==> src/rtl/dis_pkg.sv <==
package dis_pkg;
  localparam int NSTEP = 9;
  localparam int IW = $clog2(NSTEP);
  typedef logic [IW-1:0] stp_idx_t;

  typedef enum logic [2:0] {
    ST_ACTIVE = 3'd0,
    ST_ENTER  = 3'd1,
    ST_DEEP   = 3'd2,
    ST_EXIT   = 3'd3,
    ST_ERROR  = 3'd4
  } dis_state_e;

  typedef enum logic [1:0] {
    PH_GAP  = 2'd0,
    PH_GO   = 2'd1,
    PH_WAIT = 2'd2
  } dis_phase_e;

  // step positions whose completion moves an output
  localparam stp_idx_t STP_FIRST = stp_idx_t'(0);
  localparam stp_idx_t STP_DPLL  = stp_idx_t'(2);
  localparam stp_idx_t STP_DBELL = stp_idx_t'(3);
  localparam stp_idx_t STP_PLL   = stp_idx_t'(7);
  localparam stp_idx_t STP_RAIL  = stp_idx_t'(NSTEP - 1);
endpackage

==> src/rtl/dis_rst_sync.sv <==
module dis_rst_sync (
  input  logic clk,
  input  logic arst_n,
  output logic srst_n
);
  logic [1:0] sync_q;

  always_ff @(posedge clk or negedge arst_n) begin
    if (!arst_n) sync_q <= 2'b00;
    else         sync_q <= {sync_q[0], 1'b1};
  end

  assign srst_n = sync_q[1];
endmodule

==> src/rtl/dis_doorbell.sv <==
module dis_doorbell #(
  parameter int AW = 16
) (
  input  logic          clk,
  input  logic          rst_n,
  input  logic          bus_wr,
  input  logic [AW-1:0] bus_addr,
  input  logic [AW-1:0] db_lo,
  input  logic [AW-1:0] db_hi,
  input  logic          collect,   // entry walk in progress
  input  logic          armed,     // owned by always-on side
  output logic          pend,
  output logic          wake
);
  logic hit;
  logic pend_q, pend_d;

  assign hit = bus_wr && (bus_addr >= db_lo) && (bus_addr <= db_hi);

  always_comb begin
    pend_d = pend_q;
    if (!collect)  pend_d = 1'b0;
    else if (hit)  pend_d = 1'b1;
  end

  always_ff @(posedge clk or negedge rst_n) begin
    if (!rst_n) pend_q <= 1'b0;
    else        pend_q <= pend_d;
  end

  assign pend = pend_q || (collect && hit);
  assign wake = armed && hit;
endmodule

==> src/rtl/dis_timer.sv <==
module dis_timer #(
  parameter int LIMIT = 1024
) (
  input  logic clk,
  input  logic rst_n,
  input  logic clr,
  input  logic run,
  output logic hit
);
  localparam int CW = $clog2(LIMIT + 1);
  logic [CW-1:0] cnt_q, cnt_d;

  assign hit = (cnt_q == CW'(LIMIT - 1));

  always_comb begin
    cnt_d = cnt_q;
    if (clr)              cnt_d = '0;
    else if (run && !hit) cnt_d = cnt_q + CW'(1);
  end

  always_ff @(posedge clk or negedge rst_n) begin
    if (!rst_n) cnt_q <= '0;
    else        cnt_q <= cnt_d;
  end
endmodule

==> src/rtl/dis_fsm.sv <==
module dis_fsm
  import dis_pkg::*;
(
  input  logic             clk,
  input  logic             rst_n,
  input  logic             entry_req,
  input  logic             gfx_idle,
  input  logic             aud_idle,
  input  logic             dpll_en,
  input  logic             step_done,
  input  logic             tmo_hit,
  input  logic             db_pend,
  input  logic             db_wake,
  output dis_state_e       st,
  output logic             tmr_clr,
  output logic             tmr_run,
  output logic [NSTEP-1:0] step_go,
  output logic             step_exit,
  output logic             ack_irq,
  output logic             wake_irq,
  output logic             rail_on,
  output logic             pll_on,
  output logic             db_armed
);
  dis_state_e st_q, st_d;
  dis_phase_e ph_q, ph_d;
  stp_idx_t   idx_q, idx_d;
  logic       dp_q, dp_d;
  logic       ack_q, ack_d, wake_q, wake_d;
  logic       rail_q, rail_d, pll_q, pll_d, arm_q, arm_d;
  logic       walking, abort;

  function automatic stp_idx_t step_up(input stp_idx_t i, input logic dp);
    stp_idx_t r;
    r = i + stp_idx_t'(1);
    if (r == STP_DPLL && !dp) r = i + stp_idx_t'(2);
    return r;
  endfunction

  function automatic stp_idx_t step_dn(input stp_idx_t i, input logic dp);
    stp_idx_t r;
    r = i - stp_idx_t'(1);
    if (r == STP_DPLL && !dp) r = i - stp_idx_t'(2);
    return r;
  endfunction

  assign walking = (st_q == ST_ENTER) || (st_q == ST_EXIT);
  assign abort   = db_pend || !aud_idle;

  always_comb begin
    st_d = st_q; ph_d = ph_q; idx_d = idx_q; dp_d = dp_q;
    rail_d = rail_q; pll_d = pll_q; arm_d = arm_q;
    ack_d = 1'b0; wake_d = 1'b0;
    case (st_q)
      ST_ACTIVE: begin
        if (entry_req && gfx_idle && aud_idle) begin
          st_d = ST_ENTER; ph_d = PH_GAP; idx_d = STP_FIRST;
          dp_d = dpll_en; ack_d = 1'b1;
        end
      end
      ST_ENTER, ST_EXIT: begin
        case (ph_q)
          PH_GAP: ph_d = PH_GO;
          PH_GO:  ph_d = PH_WAIT;
          default: begin
            if (step_done) begin
              ph_d = PH_GAP;
              if (st_q == ST_ENTER) begin
                if (idx_q == STP_DBELL) arm_d = 1'b1;
                if (idx_q == STP_PLL)   pll_d = 1'b0;
                if (idx_q == STP_RAIL)  rail_d = 1'b0;
                if (abort) begin
                  st_d = ST_EXIT; rail_d = 1'b1;
                end else if (idx_q == STP_RAIL) begin
                  st_d = ST_DEEP;
                end else begin
                  idx_d = step_up(idx_q, dp_q);
                end
              end else begin
                if (idx_q == STP_DBELL) arm_d = 1'b0;
                if (idx_q == STP_PLL)   pll_d = 1'b1;
                if (idx_q == STP_FIRST) st_d = ST_ACTIVE;
                else                    idx_d = step_dn(idx_q, dp_q);
              end
            end else if (tmo_hit) begin
              st_d = ST_ERROR; ph_d = PH_GAP;
              rail_d = 1'b1; pll_d = 1'b1; arm_d = 1'b0;
            end
          end
        endcase
      end
      ST_DEEP: begin
        if (db_wake || !aud_idle) begin
          st_d = ST_EXIT; ph_d = PH_GAP; rail_d = 1'b1; wake_d = 1'b1;
        end
      end
      default: begin
        if (tmo_hit) st_d = ST_ACTIVE;
      end
    endcase
  end

  always_ff @(posedge clk or negedge rst_n) begin
    if (!rst_n) begin
      st_q <= ST_ACTIVE; ph_q <= PH_GAP; idx_q <= STP_FIRST; dp_q <= 1'b0;
      ack_q <= 1'b0; wake_q <= 1'b0;
      rail_q <= 1'b1; pll_q <= 1'b1; arm_q <= 1'b0;
    end else begin
      st_q <= st_d; ph_q <= ph_d; idx_q <= idx_d; dp_q <= dp_d;
      ack_q <= ack_d; wake_q <= wake_d;
      rail_q <= rail_d; pll_q <= pll_d; arm_q <= arm_d;
    end
  end

  for (genvar g = 0; g < NSTEP; g++) begin : g_go
    assign step_go[g] = walking && (ph_q == PH_GO) && (idx_q == stp_idx_t'(g));
  end

  assign tmr_clr   = (ph_q == PH_GO) || (st_d != st_q);
  assign tmr_run   = (st_q == ST_ERROR) || (walking && ph_q == PH_WAIT);
  assign st        = st_q;
  assign step_exit = (st_q == ST_EXIT);
  assign ack_irq   = ack_q;
  assign wake_irq  = wake_q;
  assign rail_on   = rail_q;
  assign pll_on    = pll_q;
  assign db_armed  = arm_q;
endmodule

==> src/rtl/deep_idle_seq.sv <==
module deep_idle_seq
  import dis_pkg::*;
#(
  parameter int AW      = 16,
  parameter int TMO_CYC = 1024
) (
  input  logic             clk,
  input  logic             rst_n,
  input  logic             entry_req,
  input  logic             gfx_idle,
  input  logic             aud_idle,
  input  logic             dpll_en,
  input  logic             bus_wr,
  input  logic [AW-1:0]    bus_addr,
  input  logic [AW-1:0]    db_lo,
  input  logic [AW-1:0]    db_hi,
  input  logic             step_done,
  output logic             ack_irq,
  output logic [NSTEP-1:0] step_go,
  output logic             step_exit,
  output logic             rail_on,
  output logic             pll_on,
  output logic             db_aon_own,
  output logic             wake_irq,
  output logic [2:0]       state
);
  logic       srst_n;
  logic       tmr_clr, tmr_run, tmo_hit;
  logic       db_pend, db_wake, db_armed;
  dis_state_e st;

  dis_rst_sync u_rst (.clk(clk), .arst_n(rst_n), .srst_n(srst_n));

  dis_doorbell #(.AW(AW)) u_db (
    .clk(clk), .rst_n(srst_n), .bus_wr(bus_wr), .bus_addr(bus_addr),
    .db_lo(db_lo), .db_hi(db_hi), .collect(st == ST_ENTER),
    .armed(db_armed), .pend(db_pend), .wake(db_wake)
  );

  dis_timer #(.LIMIT(TMO_CYC)) u_tmr (
    .clk(clk), .rst_n(srst_n), .clr(tmr_clr), .run(tmr_run), .hit(tmo_hit)
  );

  dis_fsm u_fsm (
    .clk(clk), .rst_n(srst_n), .entry_req(entry_req), .gfx_idle(gfx_idle),
    .aud_idle(aud_idle), .dpll_en(dpll_en), .step_done(step_done),
    .tmo_hit(tmo_hit), .db_pend(db_pend), .db_wake(db_wake), .st(st),
    .tmr_clr(tmr_clr), .tmr_run(tmr_run), .step_go(step_go),
    .step_exit(step_exit), .ack_irq(ack_irq), .wake_irq(wake_irq),
    .rail_on(rail_on), .pll_on(pll_on), .db_armed(db_armed)
  );

  assign db_aon_own = db_armed;
  assign state      = st;
endmodule

==> config.mk <==
export PLATFORM = sky130hd
export DESIGN_NAME = deep_idle_seq
export DESIGN_NICKNAME = d
export VERILOG_FILES = /design/src/rtl/dis_pkg.sv /design/src/rtl/dis_rst_sync.sv /design/src/rtl/dis_doorbell.sv /design/src/rtl/dis_timer.sv /design/src/rtl/dis_fsm.sv /design/src/rtl/deep_idle_seq.sv
export SDC_FILE = /design/constraint.sdc
export NUM_CORES = 1
export LEC_CHECK = 0
export CAP_MARGIN = 20
export CORE_MARGIN = 4
export CORE_UTILIZATION = 45
export CTS_CLUSTER_DIAMETER = 60
export DETAILED_ROUTE_END_ITERATION = 10
export GPL_ROUTABILITY_DRIVEN = 0
export GPL_TIMING_DRIVEN = 0
export PLACE_DENSITY = 0.77
export SLEW_MARGIN = 20
export SYNTH_ARGS = -nofsm -noshare
export SYNTH_HDL_FRONTEND = slang
export SYNTH_HIERARCHICAL = 1
export SYNTH_SLANG_ARGS = --single-unit
==> constraint.sdc <==
create_clock -name clk -period 1.5 [get_ports clk]
set_input_delay 0.375 -clock clk [delete_from_list [all_inputs] [get_ports clk]]
set_output_delay 0.375 -clock clk [all_outputs]
set_load 0.03 [all_outputs]
Word-level counts from Yosys, hierarchy flattened

Cells that the tools add are included.
Widths: inputs -> output; s select.

Bits in registers: 29
Output and inout port bits: 18

Add/subtract/negate cells: 5
Magnitude comparators: 2
Equal/unequal tests: 32
Muxes and demuxes: 52
Bitwise operators: 1
Reduce and logical (&&, ||, !) cells: 45

Operators by type and width:

| kind                  | count |
|---|---|
| $mux 4                | 9 |
| $mux 3                | 10 |
| $mux 1                | 22 |
| $mux 11               | 2 |
| $logic_and 1x1->1     | 20 |
| $eq 4x2->1 const B    | 4 |
| $eq 4x3->1 const B    | 4 |
| $ge 16x16->1          | 1 |
| $le 16x16->1          | 1 |
| $ne 3x3->1 const B    | 5 |
| $reduce_and 4->1      | 3 |
| $add 11x1->11 const B | 1 |
| $eq 11x10->1 const B  | 1 |
| $pmux 3 s3            | 1 |
| $mux 2                | 4 |
| $ne 2x1->1 const B    | 4 |
| $pmux 4 s2            | 1 |
| $reduce_bool 2->1     | 4 |
| $reduce_and 7->1      | 1 |
| $eq 3x2->1 const B    | 2 |
| $logic_or 1x1->1      | 6 |
| $ne 2x2->1 const B    | 3 |
| $pmux 2 s3            | 1 |
| $reduce_and 6->1      | 1 |
| 23 further kinds      | 26 |

Logic depth before layout (Yosys ltp)

Gate-level depths: netlist of run 1.

Depth in word-level cells: 14
Mapped depth: 17

By module

Netlist of run 1, hierarchy kept.

By module, submodules not included:

| module        | times used | cells each | area each (sq um) | sequential area each (sq um) |
|---|---|---|---|---|
| dis_fsm       | 1          | 161        | 1351.3            | 377.9 |
| dis_doorbell  | 1          | 118        | 872.1             | 25.0 |
| dis_timer     | 1          | 69         | 654.4             | 275.3 |
| dis_rst_sync  | 1          | 3          | 53.8              | 50.0 |
| deep_idle_seq | 1          | 1          | 12.5              | 0.0 |

Worst setup path after synthesis of run 1

Ideal clock, no wire load.

Kind: input to register
Start point: input port db_lo[14]
End point: register u_tmr.cnt_q[1]
Library setup time: 0.126 ns
Arrival time: 3.127 ns
Slack: -1.753 ns
Stages: 16
Path through: inv_1 -> ha_1 -> nand4_1 -> or3_1 -> a221oi_2 -> o41ai_1 -> o31ai_1 -> nor2b_1 -> and2_1 -> a21oi_1 -> nand2_1 -> o211ai_1 -> clkbuf_1 -> nand3b_1 -> a2bb2oi_1 -> nand3_1

Word-level cells in the longest chain between the ends: 14
Elaborated cells between the ends (all ways): 18
Classes of those cells: 1 x order compare; 1 x eq/ne; 7 x mux; 9 x reduce/logical

Ends and longest elaborated chain:

| what                                         | RTL line            | RTL |
|---|---|---|
| from (decl)                                  | deep_idle_seq.sv:15 | `input logic [AW-1:0] db_lo,` |
| $ge 16x16->1 (*)                             | dis_doorbell.sv:18  | `assign hit = bus_wr && (bus_addr >= db_lo) && (bus_addr <= db_hi);` |
| $logic_and 1x1->1 (*) (2 in a row)           | dis_doorbell.sv:18  |  |
| $logic_and 1x1->1 (*)                        | dis_doorbell.sv:31  | `assign pend = pend_q \|\| (collect && hit);` |
| $logic_or 1x1->1 (*)                         | dis_doorbell.sv:31  |  |
| via db_pend                                  | deep_idle_seq.sv:29 | `logic db_pend, db_wake, db_armed;` |
| $logic_or 1x1->1 (*)                         | dis_fsm.sv:48       | `assign abort = db_pend \|\| !aud_idle;` |
| $mux 3 (*)                                   | dis_fsm.sv:72       | `if (abort) begin` |
| $mux 3 (*)                                   | dis_fsm.sv:68       | `if (st_q == ST_ENTER) begin` |
| $mux 3 (*)                                   | dis_fsm.sv:66       | `if (step_done) begin` |
| $mux 3 (*)                                   | dis_fsm.sv:62       | `case (ph_q)` |
| $pmux 3 s3 (*)                               | dis_fsm.sv:54       | `case (st_q)` |
| $ne 3x3->1 (*)                               | dis_fsm.sv:119      | `assign tmr_clr = (ph_q == PH_GO) \|\| (st_d != st_q);` |
| $logic_or 1x1->1 (*)                         | dis_fsm.sv:119      |  |
| via tmr_clr                                  | deep_idle_seq.sv:28 | `logic tmr_clr, tmr_run, tmo_hit;` |
| $mux 11 or $reduce_bool 2->1 (tied branches) | n/a                 |  |
| to (signal assigned)                         | dis_timer.sv:23     | `else cnt_q <= cnt_d;` |
| to (decl)                                    | dis_timer.sv:11     | `logic [CW-1:0] cnt_q, cnt_d;` |

The timed path passes the listed nets; every way through them passes the cells marked *.
A chain may end at the register's enable or synchronous reset.

Worst setup path in the final report of run 1

Start point: input port bus_addr[10]
End point: register u_tmr.cnt_q[0]

Word-level cells in the longest chain between the ends: 14
Elaborated cells between the ends (all ways): 19
Classes of those cells: 2 x order compare; 1 x eq/ne; 7 x mux; 9 x reduce/logical

Ends and longest elaborated chain:

| what                                         | RTL line            | RTL |
|---|---|---|
| from (decl)                                  | deep_idle_seq.sv:14 | `input logic [AW-1:0] bus_addr,` |
| $ge 16x16->1                                 | dis_doorbell.sv:18  |  |
| $logic_and 1x1->1                            | dis_doorbell.sv:18  |  |
| $logic_and 1x1->1 (*)                        | dis_doorbell.sv:18  |  |
| $logic_and 1x1->1 (*)                        | dis_doorbell.sv:31  |  |
| $logic_or 1x1->1 (*)                         | dis_doorbell.sv:31  |  |
| via db_pend                                  | deep_idle_seq.sv:29 |  |
| $logic_or 1x1->1 (*)                         | dis_fsm.sv:48       |  |
| $mux 3 (*)                                   | dis_fsm.sv:72       |  |
| $mux 3 (*)                                   | dis_fsm.sv:68       |  |
| $mux 3 (*)                                   | dis_fsm.sv:66       |  |
| $mux 3 (*)                                   | dis_fsm.sv:62       |  |
| $pmux 3 s3 (*)                               | dis_fsm.sv:54       |  |
| $ne 3x3->1 (*)                               | dis_fsm.sv:119      |  |
| $logic_or 1x1->1 (*)                         | dis_fsm.sv:119      |  |
| via tmr_clr                                  | deep_idle_seq.sv:28 |  |
| $mux 11 or $reduce_bool 2->1 (tied branches) | n/a                 |  |

Marks and branches as above.

==> results of run 1 <==
[through the flow]
| stage | setup WS, ps | cells | total power [uW] | utilization | cell area, um2 |
|---|---|---|---|---|---|
| 6_report | -1940 | 583 | 2210 | 0.847 | 5380 |
| 2_1_floorplan | -1530 | 352 | 1100 | - | 3420 |
| 4_1_cts | -1600 | 564 | 2090 | 0.794 | 5040 |
| 5_1_grt | -2020 | 583 | 2300 | 0.847 | 5380 |
| 3_3_place_gp | -2710 | 502 | 1340 | 0.669 | 4250 |
| 3_5_place_dp | -2760 | 503 | 1370 | 0.671 | 4260 |
[area by class of cell]
| class | instances | area, um2 | area share |
|---|---|---|---|
| buffer | 8 | 93.8 | 0.0174 |
| clock buffer | 5 | 68.8 | 0.0128 |
| clock inverter | 3 | 17.5 | 0.00326 |
| inverter | 49 | 239 | 0.0444 |
| multi-input combinational | 262 | 2770 | 0.514 |
| sequential | 29 | 742 | 0.138 |
| tap | 77 | 96.3 | 0.0179 |
| timing repair buffer | 150 | 1360 | 0.252 |
[placed cells by master, fill, tap and decap left out, drive strengths merged, types with 3 or more instances in the layout]
| master | count |
|---|---|
| a311oi | 5 |
| nand2b | 6 |
| xnor2 | 3 |
| o211ai | 5 |
| a21boi | 3 |
| dlygate4sd2 | 14 |
| nor2 | 12 |
| nand2 | 31 |
| nor3 | 11 |
| a21o | 4 |
| a31oi | 4 |
| nor2b | 8 |
| o21ai | 10 |
| or3 | 4 |
| and4 | 4 |
| nand4 | 14 |
| clkbuf | 5 |
| a211oi | 8 |
| nor4 | 4 |
| nand3 | 14 |
| a21oi | 20 |
| dfrtp | 27 |
| ha | 42 |
| clkdlybuf4s15 | 3 |
| and2 | 9 |
| clkdlybuf4s50 | 5 |
| buf | 134 |
| and3 | 7 |
| o31ai | 3 |
| inv | 49 |
[cells by family (layout without fill, tap and decap cells)]
family                   Yosys count  count (layout)  synth area share
AND/OR/NAND/NOR                  130             130             0.252
buffers and inverters             61             215            0.0935
other                              1               1           0.00127
AO/OA/AOI/OAI                     83              83             0.207
flip-flops                        29              29             0.247
XOR/XNOR                           4               4            0.0119
adder cells (fa/ha/maj)           42              42             0.178
multiplexers                       2               2           0.00850
[worst reg2reg max path, stage by stage (launching register included)]
cell and delay [ps]:
dfrtp_2 450, buf_4 160, nor3b_2 150, inv_1 110, o31ai_4 210, nor2b_2 100, and2_4 190, nand2_2 50
nand4_1 150, nand3_1 150, o211ai_1 130, buf_4 190, or3b_4 410, o2bb2ai_2 130, or3_1 100
[worst max path at each step]
stage / to / slack [ps] / cells past startpoint
finish: u_tmr/cnt_q[0]$_DFFE_PN0P_ / -1940 / 17
floorplan: u_tmr/cnt_q[1]$_DFFE_PN0P_ / -1530 / 16
global route: u_tmr/cnt_q[0]$_DFFE_PN0P_ / -2020 / 17
detailed placement: u_tmr/cnt_q[1]$_DFFE_PN0P_ / -2760 / 17
CTS: u_tmr/cnt_q[0]$_DFFE_PN0P_ / -1600 / 17
global placement: u_tmr/cnt_q[1]$_DFFE_PN0P_ / -2710 / 17
[layer usage]
metal,vias up,routed length [um]
li1,1589,-
met1,1719,4280
met2,242,6440
met3,83,1050
met4,0,914
met5,-,0
[power by group through the flow]
stage	clock network [uW]	logic, uW	registers, uW
floorplan	0	258	839
global placement	0	501	841
detailed placement	0	531	834
CTS	637	631	820
global route	683	789	823
finish	650	739	821
[state kept, by name, indices dropped and copies added, names as in the netlist, 2 cells and up]
register,cells
u_tmr/cnt_q,11
u_fsm/st,3
u_fsm/ph_q,2
u_fsm/idx_q,4
u_rst/sync_q,2
[repair_timing]
action                                  4_1_cts  5_1_grt
hold endpoints to repair                      0        0
endpoints found under the setup margin       44       40
pin swaps                                    65       36
resized for setup                           341       70
setup buffers                                57       34
==> results.toml, run 1 <==
[run_status]
status = "finished, violations left"
violations = "setup timing"

[pwr]
power.density_nw_per_um2 = 411
pwr-share-seq = 0.372
p_int_uw = 1510
pwr-share-clk = 0.294
netSwitchingFraction = 0.319
ir_drop_uv = 610
power_leakage_uw = 0.00236
switching_power_uw = 705
combPwrFrac = 0.334

[logic_synthesis]
synthesis.nets = 450
ys_warn_count = 6
synth_top_area_share = 0.229
syn_area_per_cell_um2 = 8.36
synth_flop_cell = "dfrtp_1"
synth_cell_types = 67
yosys-top-cells-area = "dfrtp_1 23%, ha_1 18%, inv_1 6.1%, nand2_1 4.0%, a21oi_1 3.4%"
yosysSeqAreaShare = 0.247
synth.most_common_cell = "inv_1"
synth_area_leader_cell = "dfrtp_1"
syn_area_um2 = 2940
synth_edf_count = 0
ys_async_sr_fraction = 1.00
synth_seq_cells = 29
synth_common_cells = "48 x inv_1, 42 x ha_1, 31 x nand2_1"
syn_inst = 352

[route]
via_per_inst = 6.23
drtIter0Drc = 223
drt_first_pass_iters = 7
postRouteAntennaNets = 0
post_drt_wl_per_cell_um = 21.8
post-route-drc-count = 0
wirelength_mm = 12.7
vias = 3633

[worst_setup_path]
cp.arrival_ps = 3670
cp_common_cell = "nand4_1"
reg2regPathDepth = 14
critPathMaxStageDelay_ps = 440
cp_max_fo = 3
r2r_setup_slack_ps = -1230
worstSetupStartpointType = "input port"
required_ps = 1730
cp-end-kind = "flip-flop"
cp_num_buf_inv = 2
cp_top_family = "simple AND/OR/NAND/NOR gates"
crit_path_top_delay_cell = "or3_4"
rr_endpoint = "u_tmr/cnt_q[0]$_DFFE_PN0P_"
rr_startpoint = "u_fsm/st[2]$_DFF_PN0_"
path_cells = "buf_8 > ha_4 > nand4_1 > or3_4 > a221oi_4 > o41ai_4 > o31ai_4 > nor2b_2 > and2_4 > nand2_2 > nand4_1 > nand3_1 > o211ai_1 > buf_4 > or3b_4 > o2bb2ai_2 > or3_1"
worstSetupPathType = "input port to flip-flop"
crit_start = "bus_addr[10]"

[sta]
timing.fmax_mhz = 290
setup_viol = 37
fin_skew_ps = 18.0
relSlewSlack = 0.588
setup_ws_ps = -1940
tightest_slew_ps = 618
period_needed_ps = 3440
maxSlewViolCount = 0
rsz0062_at_grt = "yes"
timing.hold.ws_ps = 245
period_share = 2.30
fin_tns_setup_ps = -38760
hold_viol = 0

[grt]
grt_start_max_net_pins = 16
grt.met1_usage = 0.292
grt_pass1_vias = 3475
grt.total_usage = 0.269
met2_usage = 0.517
grt_pass1_wl_mm = 16.5
grt_use_met3 = 0.0410
busiest_layer = "met2"
antenna_found_initial = 0
grt_overflow = 0

[layout]
drive_above_1_share = 0.589
fin_nets = 603
diodes = 0
areaGrowthSynthToFinish_pct = 82.7
fillCellCount = 324

[clock_tree]
clockBufferDepth = 2
cts_sinks = 29
tritoncts = "yes"
path_clk_slew_ps = 70
clock_latency_ps = 290
htreeDepth = 2
cts_hold_buf = 0
root_buffer = "clkbuf_8"
cts_buffers = 5

[floorplan]
initial_core_util = 0.464
pin_count = 74
die_h_um = 88.9
die_width_um = 88.9
core_um2 = 6350
dieArea_um2 = 7900
rows = 29

[place]
place_hpwl_mm = 6.53
io_buffer_count = 73

[worst_hold_path]
hold_path_class = "input port to asynchronous set/reset pin"

[flow_run]
max_cap_viol_count = 0
Note: power is estimated with default switching activity, not from simulation.
==> run 2, diff against run 1 <==
--- a/config.mk
+++ b/config.mk
@@ -11,9 +11,9 @@
 export CTS_CLUSTER_DIAMETER = 60
 export DETAILED_ROUTE_END_ITERATION = 10
 export GPL_ROUTABILITY_DRIVEN = 0
-export GPL_TIMING_DRIVEN = 0
+export GPL_TIMING_DRIVEN = 1
 export PLACE_DENSITY = 0.77
-export SLEW_MARGIN = 20
+export RECOVER_POWER = 25
 export SYNTH_ARGS = -nofsm -noshare
 export SYNTH_HDL_FRONTEND = slang
 export SYNTH_HIERARCHICAL = 1
==> results.toml, run 2 (synthesis results as in run 1) <==
[run_status]
status = "finished, violations left"
violations = "setup timing"

[sta]
period_share = 2.33
tightest_slew_ps = 738
rsz0062_at_grt = "yes"
hold_viol = 0
setup_viol = 37
fin_skew_ps = 11.1
timing.fmax_mhz = 287
setup_ws_ps = -1990
maxSlewViolCount = 0
fin_tns_setup_ps = -40630
relSlewSlack = 0.508
period_needed_ps = 3490

[layout]
areaGrowthSynthToFinish_pct = 91.8
drive_above_1_share = 0.609
mostFrequentLayoutCells = "106 x buf_4, 43 x buf_6, 27 x nand2_1, 27 x ha_4, 23 x dfrtp_1"
top_register = "u_tmr/cnt_q"
final_common_cell = "buf_4"
fillCellCount = 246
largest_register_ffs = 11
diodes = 0
fin_nets = 645
stdcell_count = 625
seqCellArea_um2 = 733
multi_input_area_um2 = 2770

[pwr]
power_leakage_uw = 0.00257
power.density_nw_per_um2 = 398
ir_drop_uv = 762

[worst_setup_path]
r2r_setup_slack_ps = -1180
cp-end-kind = "flip-flop"
crit_end = "u_tmr/cnt_q[0]$_DFFE_PN0P_"
critPathMaxStageDelay_ps = 460
cp_num_buf_inv = 2
reg2regPathDepth = 13
worstSetupStartpointType = "input port"
crit_start = "bus_addr[13]"
path_cells = "buf_8 > ha_4 > nand4_1 > or3_1 > a21o_1 > a31oi_4 > o31ai_4 > nor2b_2 > and2_4 > nand2_2 > nand4_1 > nand3_1 > o211ai_1 > buf_4 > or3b_4 > a21oi_1 > or3_1"
cp_top_family = "simple AND/OR/NAND/NOR gates"
cp_num_cells = 17
worstSetupPathType = "input port to flip-flop"
rr_startpoint = "u_fsm/st[1]$_DFF_PN0_"
required_ps = 1670
cp.arrival_ps = 3660
rr_endpoint = "u_tmr/cnt_q[0]$_DFFE_PN0P_"
crit_path_top_delay_cell = "or3_1"
cp_max_fo = 3

[route]
via_per_inst = 6.47
wirelength_mm = 15.3
post_drt_wl_per_cell_um = 24.5
m1WireLength_mm = 5.23
post-route-drc-count = 0
route.met2.wl_mm = 7.17
met3_length_mm = 1.54
top_layer_used = "met4"
drt_first_pass_iters = 5
drtIter0Drc = 462
postRouteAntennaNets = 0
vias = 4046

[grt]
grt_pass1_vias = 3991
grt.total_usage = 0.328
grt_pass1_wl_mm = 19.7
antenna_found_initial = 1
grt_start_max_net_pins = 28
grt_overflow = 0

[floorplan]
initial_core_util = 0.464
die_h_um = 88.9
die_width_um = 88.9
rows = 29
dieArea_um2 = 7900
pin_count = 74
core_um2 = 6350

[clock_tree]
cts_sinks = 29
cts_hold_buf = 0
tritoncts = "yes"
path_clk_slew_ps = 60
clockBufferDepth = 2
htreeDepth = 2
root_buffer = "clkbuf_8"
cts_buffers = 5
clock_latency_ps = 290

[worst_hold_path]
hold_path_class = "input port to asynchronous set/reset pin"

[place]
dpl.cell_count = 578
place_hpwl_mm = 7.61
io_buffer_count = 73

[flow_run]
max_cap_viol_count = 0
-- run 2: cell types whose count changed in the layout (fill, tap and decap cells not counted), moves of 3 or more --
cell	delta
buf_6	-11
dfrtp_1	+7
dfrtp_2	-7
buf_2	+4
ha_2	+3
buf_4	+49
clkdlybuf4s15_1	-3
inv_2	-3
-- run 2: worst min-delay path by stage --
stage                                   start                         end  cells after the start
floorplan                               rst_n   u_rst/sync_q[0]$_DFF_PN0_                      0
global placement    u_rst/sync_q[1]$_DFF_PN0_   u_fsm/ph_q[0]$_DFFE_PN0P_                      1
detailed placement  u_rst/sync_q[1]$_DFF_PN0_   u_fsm/ph_q[0]$_DFFE_PN0P_                      1
CTS                 u_rst/sync_q[1]$_DFF_PN0_  u_fsm/idx_q[1]$_DFFE_PN0P_                      1
global route                            rst_n   u_rst/sync_q[0]$_DFF_PN0_                      1
finish                                  rst_n   u_rst/sync_q[0]$_DFF_PN0_                      1
-- run 2: area by class of cell --
cell class / count / area share
repair buffers: 200 / 0.304
inverters: 49 / 0.0432
multi-input cells: 262 / 0.491
clock inverters: 2 / 0.00177
flip-flops and latches: 29 / 0.130
well taps: 77 / 0.0171
clock buffers: 6 / 0.0129
-- run 2: timing repair --
item                                    in CTS  in global routing
pin swaps                                   65                 33
gates resized for setup                    262                 53
setup buffers                               37                 23
endpoints found under the setup margin      36                 39
-- run 2: metal layers --
metal,vias up,global-route usage
met2,343,0.608
met5,-,0
met1,1898,0.354
met3,130,0.0410
met4,0,0.188
li1,1675,-
-- run 2: per-stage QoR --
| stage | setup WS [ps] | util | total power, uW | instance area (um2) | hold WS [ps] |
|---|---|---|---|---|---|
| final | -1990 | 0.889 | 2250 | 5650 | 322 |
| after detailed placement | -2340 | 0.751 | 1440 | 4770 | 257 |
| after global routing | -2040 | 0.889 | 2320 | 5650 | 318 |
| after CTS | -1520 | 0.846 | 2100 | 5370 | 253 |
| after global placement | -2230 | 0.751 | 1410 | 4770 | 245 |
| after floorplan | -1530 | - | 1100 | 3420 | 79.4 |
-- run 2: report_power, final --
group | total [uW] | switching (uW) | internal [uW]
clock | 644 | 323 | 321
sequential | 808 | 9.36 | 799
combinational | 793 | 392 | 401
total | 2250 | 725 | 1520
==> run 3, diff against run 2 <==
--- a/config.mk
+++ b/config.mk
@@ -6,13 +6,14 @@
 export NUM_CORES = 1
 export LEC_CHECK = 0
 export CAP_MARGIN = 20
-export CORE_MARGIN = 4
+export CORE_MARGIN = 2
 export CORE_UTILIZATION = 45
+export CTS_BUF_LIST = sky130_fd_sc_hd__clkbuf_4
 export CTS_CLUSTER_DIAMETER = 60
 export DETAILED_ROUTE_END_ITERATION = 10
+export DONT_BUFFER_PORTS = 1
 export GPL_ROUTABILITY_DRIVEN = 0
 export GPL_TIMING_DRIVEN = 1
-export PLACE_DENSITY = 0.77
 export RECOVER_POWER = 25
 export SYNTH_ARGS = -nofsm -noshare
 export SYNTH_HDL_FRONTEND = slang
==> results.toml, run 3 (synthesis results as in run 1) <==
[run_status]
status = "finished, violations left"
violations = "setup timing"

[worst_setup_path]
r2r_setup_slack_ps = -880
rr_endpoint = "u_tmr/cnt_q[0]$_DFFE_PN0P_"
cp_max_fo = 4
crit_start = "db_hi[15]"
cp-end-kind = "flip-flop"
worstSetupStartpointType = "input port"
worstSetupPathType = "input port to flip-flop"
reg2regPathDepth = 11
required_ps = 1700
rr_startpoint = "u_fsm/st[2]$_DFF_PN0_"
cp.arrival_ps = 3060

[route]
post-route-drc-count = 0
vias = 2993
met3_length_um = 400
top_layer_used = "met4"
postRouteAntennaNets = 0
drtIter0Drc = 111
wirelength_mm = 8.66
post_drt_wl_per_cell_um = 16.4
m1WireLength_mm = 3.64
drt_first_pass_iters = 4
via_per_inst = 5.66
route.met2.wl_mm = 4.44

[floorplan]
dieArea_um2 = 7210
die_width_um = 84.9
rows = 29
pin_count = 74
die_h_um = 84.9
initial_core_util = 0.464
core_um2 = 6350

[clock_tree]
tritoncts = "yes"
root_buffer = "clkbuf_4"
clock_latency_ps = 320
cts_buffers = 5
htreeDepth = 2
clockBufferDepth = 2
path_clk_slew_ps = 100
cts_sinks = 29

[place]
dpl.cell_count = 500
io_buffer_count = 0
place_hpwl_mm = 6.69
dp_slack_ps = -1700
place_area_um2 = 4040

[worst_hold_path]
hold_depth = 2
min_from = "dpll_en"
min_to = "u_fsm/dp_q$_DFFE_PN0P_"
hold_path_class = "input port to flip-flop"

[grt]
grt_overflow = 0
grt.total_usage = 0.242
grt_pass1_wl_mm = 13.9
grt_pass1_vias = 3015
antenna_found_initial = 0
grt_start_max_net_pins = 28

[sta]
tightest_slew_ps = 772
hold_viol = 0
fin_skew_ps = 14.5
period_needed_ps = 2870
setup_viol = 35
relSlewSlack = 0.485
timing.fmax_mhz = 349
setup_ws_ps = -1370
period_share = 1.91
rsz0062_at_grt = "yes"
maxSlewViolCount = 0

[pwr]
ir_drop_uv = 408
power_leakage_uw = 0.00198
power.density_nw_per_um2 = 393
power.total_uw = 1770

[layout]
design_area_um2 = 4510
mostFrequentLayoutCells = "91 x buf_4, 27 x nand2_1, 23 x ha_4, 23 x dfrtp_1, 22 x inv_1"
top_register = "u_tmr/cnt_q"
drive_above_1_share = 0.502
diodes = 0
largest_register_ffs = 11
fin_nets = 549
final_common_cell = "buf_4"
stdcell_count = 529
areaGrowthSynthToFinish_pct = 53.1

[flow_run]
max_cap_viol_count = 0
[run 3: changes by cell type in the layout (fill, tap and decap cells not counted), moves of 4 or more]
cell and change:
ha_1 +7, buf_2 -20, ha_4 -4, clkbuf_8 -5, buf_8 -6, dlygate4sd2_1 -12, clkdlybuf4s50_1 -6, inv_2 -5
buf_6 -35, clkbuf_4 +7, o21ai_0 +4, buf_4 -15
[run 3: metal layers]
layer	up-vias	global-route usage
li1	1471	-
met2	88	0.447
met1	1414	0.281
met3	20	0.0457
met4	0	0.0779
met5	-	0
[run 3: stage by stage]
step                       util  setup TNS [ps]  hold slack (ps)
after floorplan               -          -24940             79.4
after global placement    0.636          -33280             79.5
after detailed placement  0.636          -33460             79.5
after CTS                 0.689          -28250              168
after global routing      0.710          -32110              163
final                     0.710          -29010              177
[run 3: report_power, final]
part | switching [uW] | total, uW | internal [uW]
combinational | 216 | 457 | 241
clock | 286 | 502 | 217
sequential | 11.3 | 810 | 798
[run 3: how the worst max path moves through the flow]
stage / to / slack (ps) / depth (start not counted)
floorplan: u_tmr/cnt_q[1]$_DFFE_PN0P_ / -1530 / 16
global placement: u_tmr/cnt_q[0]$_DFFE_PN0P_ / -1640 / 16
detailed placement: u_tmr/cnt_q[1]$_DFFE_PN0P_ / -1700 / 17
CTS: u_tmr/cnt_q[0]$_DFFE_PN0P_ / -1310 / 16
global route: u_tmr/cnt_q[0]$_DFFE_PN0P_ / -1480 / 16
finish: u_tmr/cnt_q[0]$_DFFE_PN0P_ / -1370 / 16
[run 3: layout make-up]
class	instances	area, um2
inverter	49	264
clock buffer	7	52.6
fill	499	1840
tap	77	96.3
sequential	29	733
timing repair buffer	104	838
clock inverter	1	3.75
multi-input combinational	262	2520
[run 3: worst max-delay path, cell delays in order]
cell	delay [ps]
inv_8	10
ha_4	250
nand4_1	190
or3_1	410
a21o_1	190
a31oi_2	190
o31ai_1	100
nor2b_1	180
and2_4	200
nand2_2	40
nand4_1	100
nand3_1	90
o211ai_1	140
or3b_1	180
a21oi_1	40
or3_1	360
[run 3: repair_timing]
item / in CTS / in global routing
buffers inserted: 25 / 12
hold buffers: 1 / 0
endpoints found under the setup margin: 34 / 35
endpoints found under the hold margin: 2 / 0
gates resized for setup: 37 / 25
pin swaps: 25 / 25
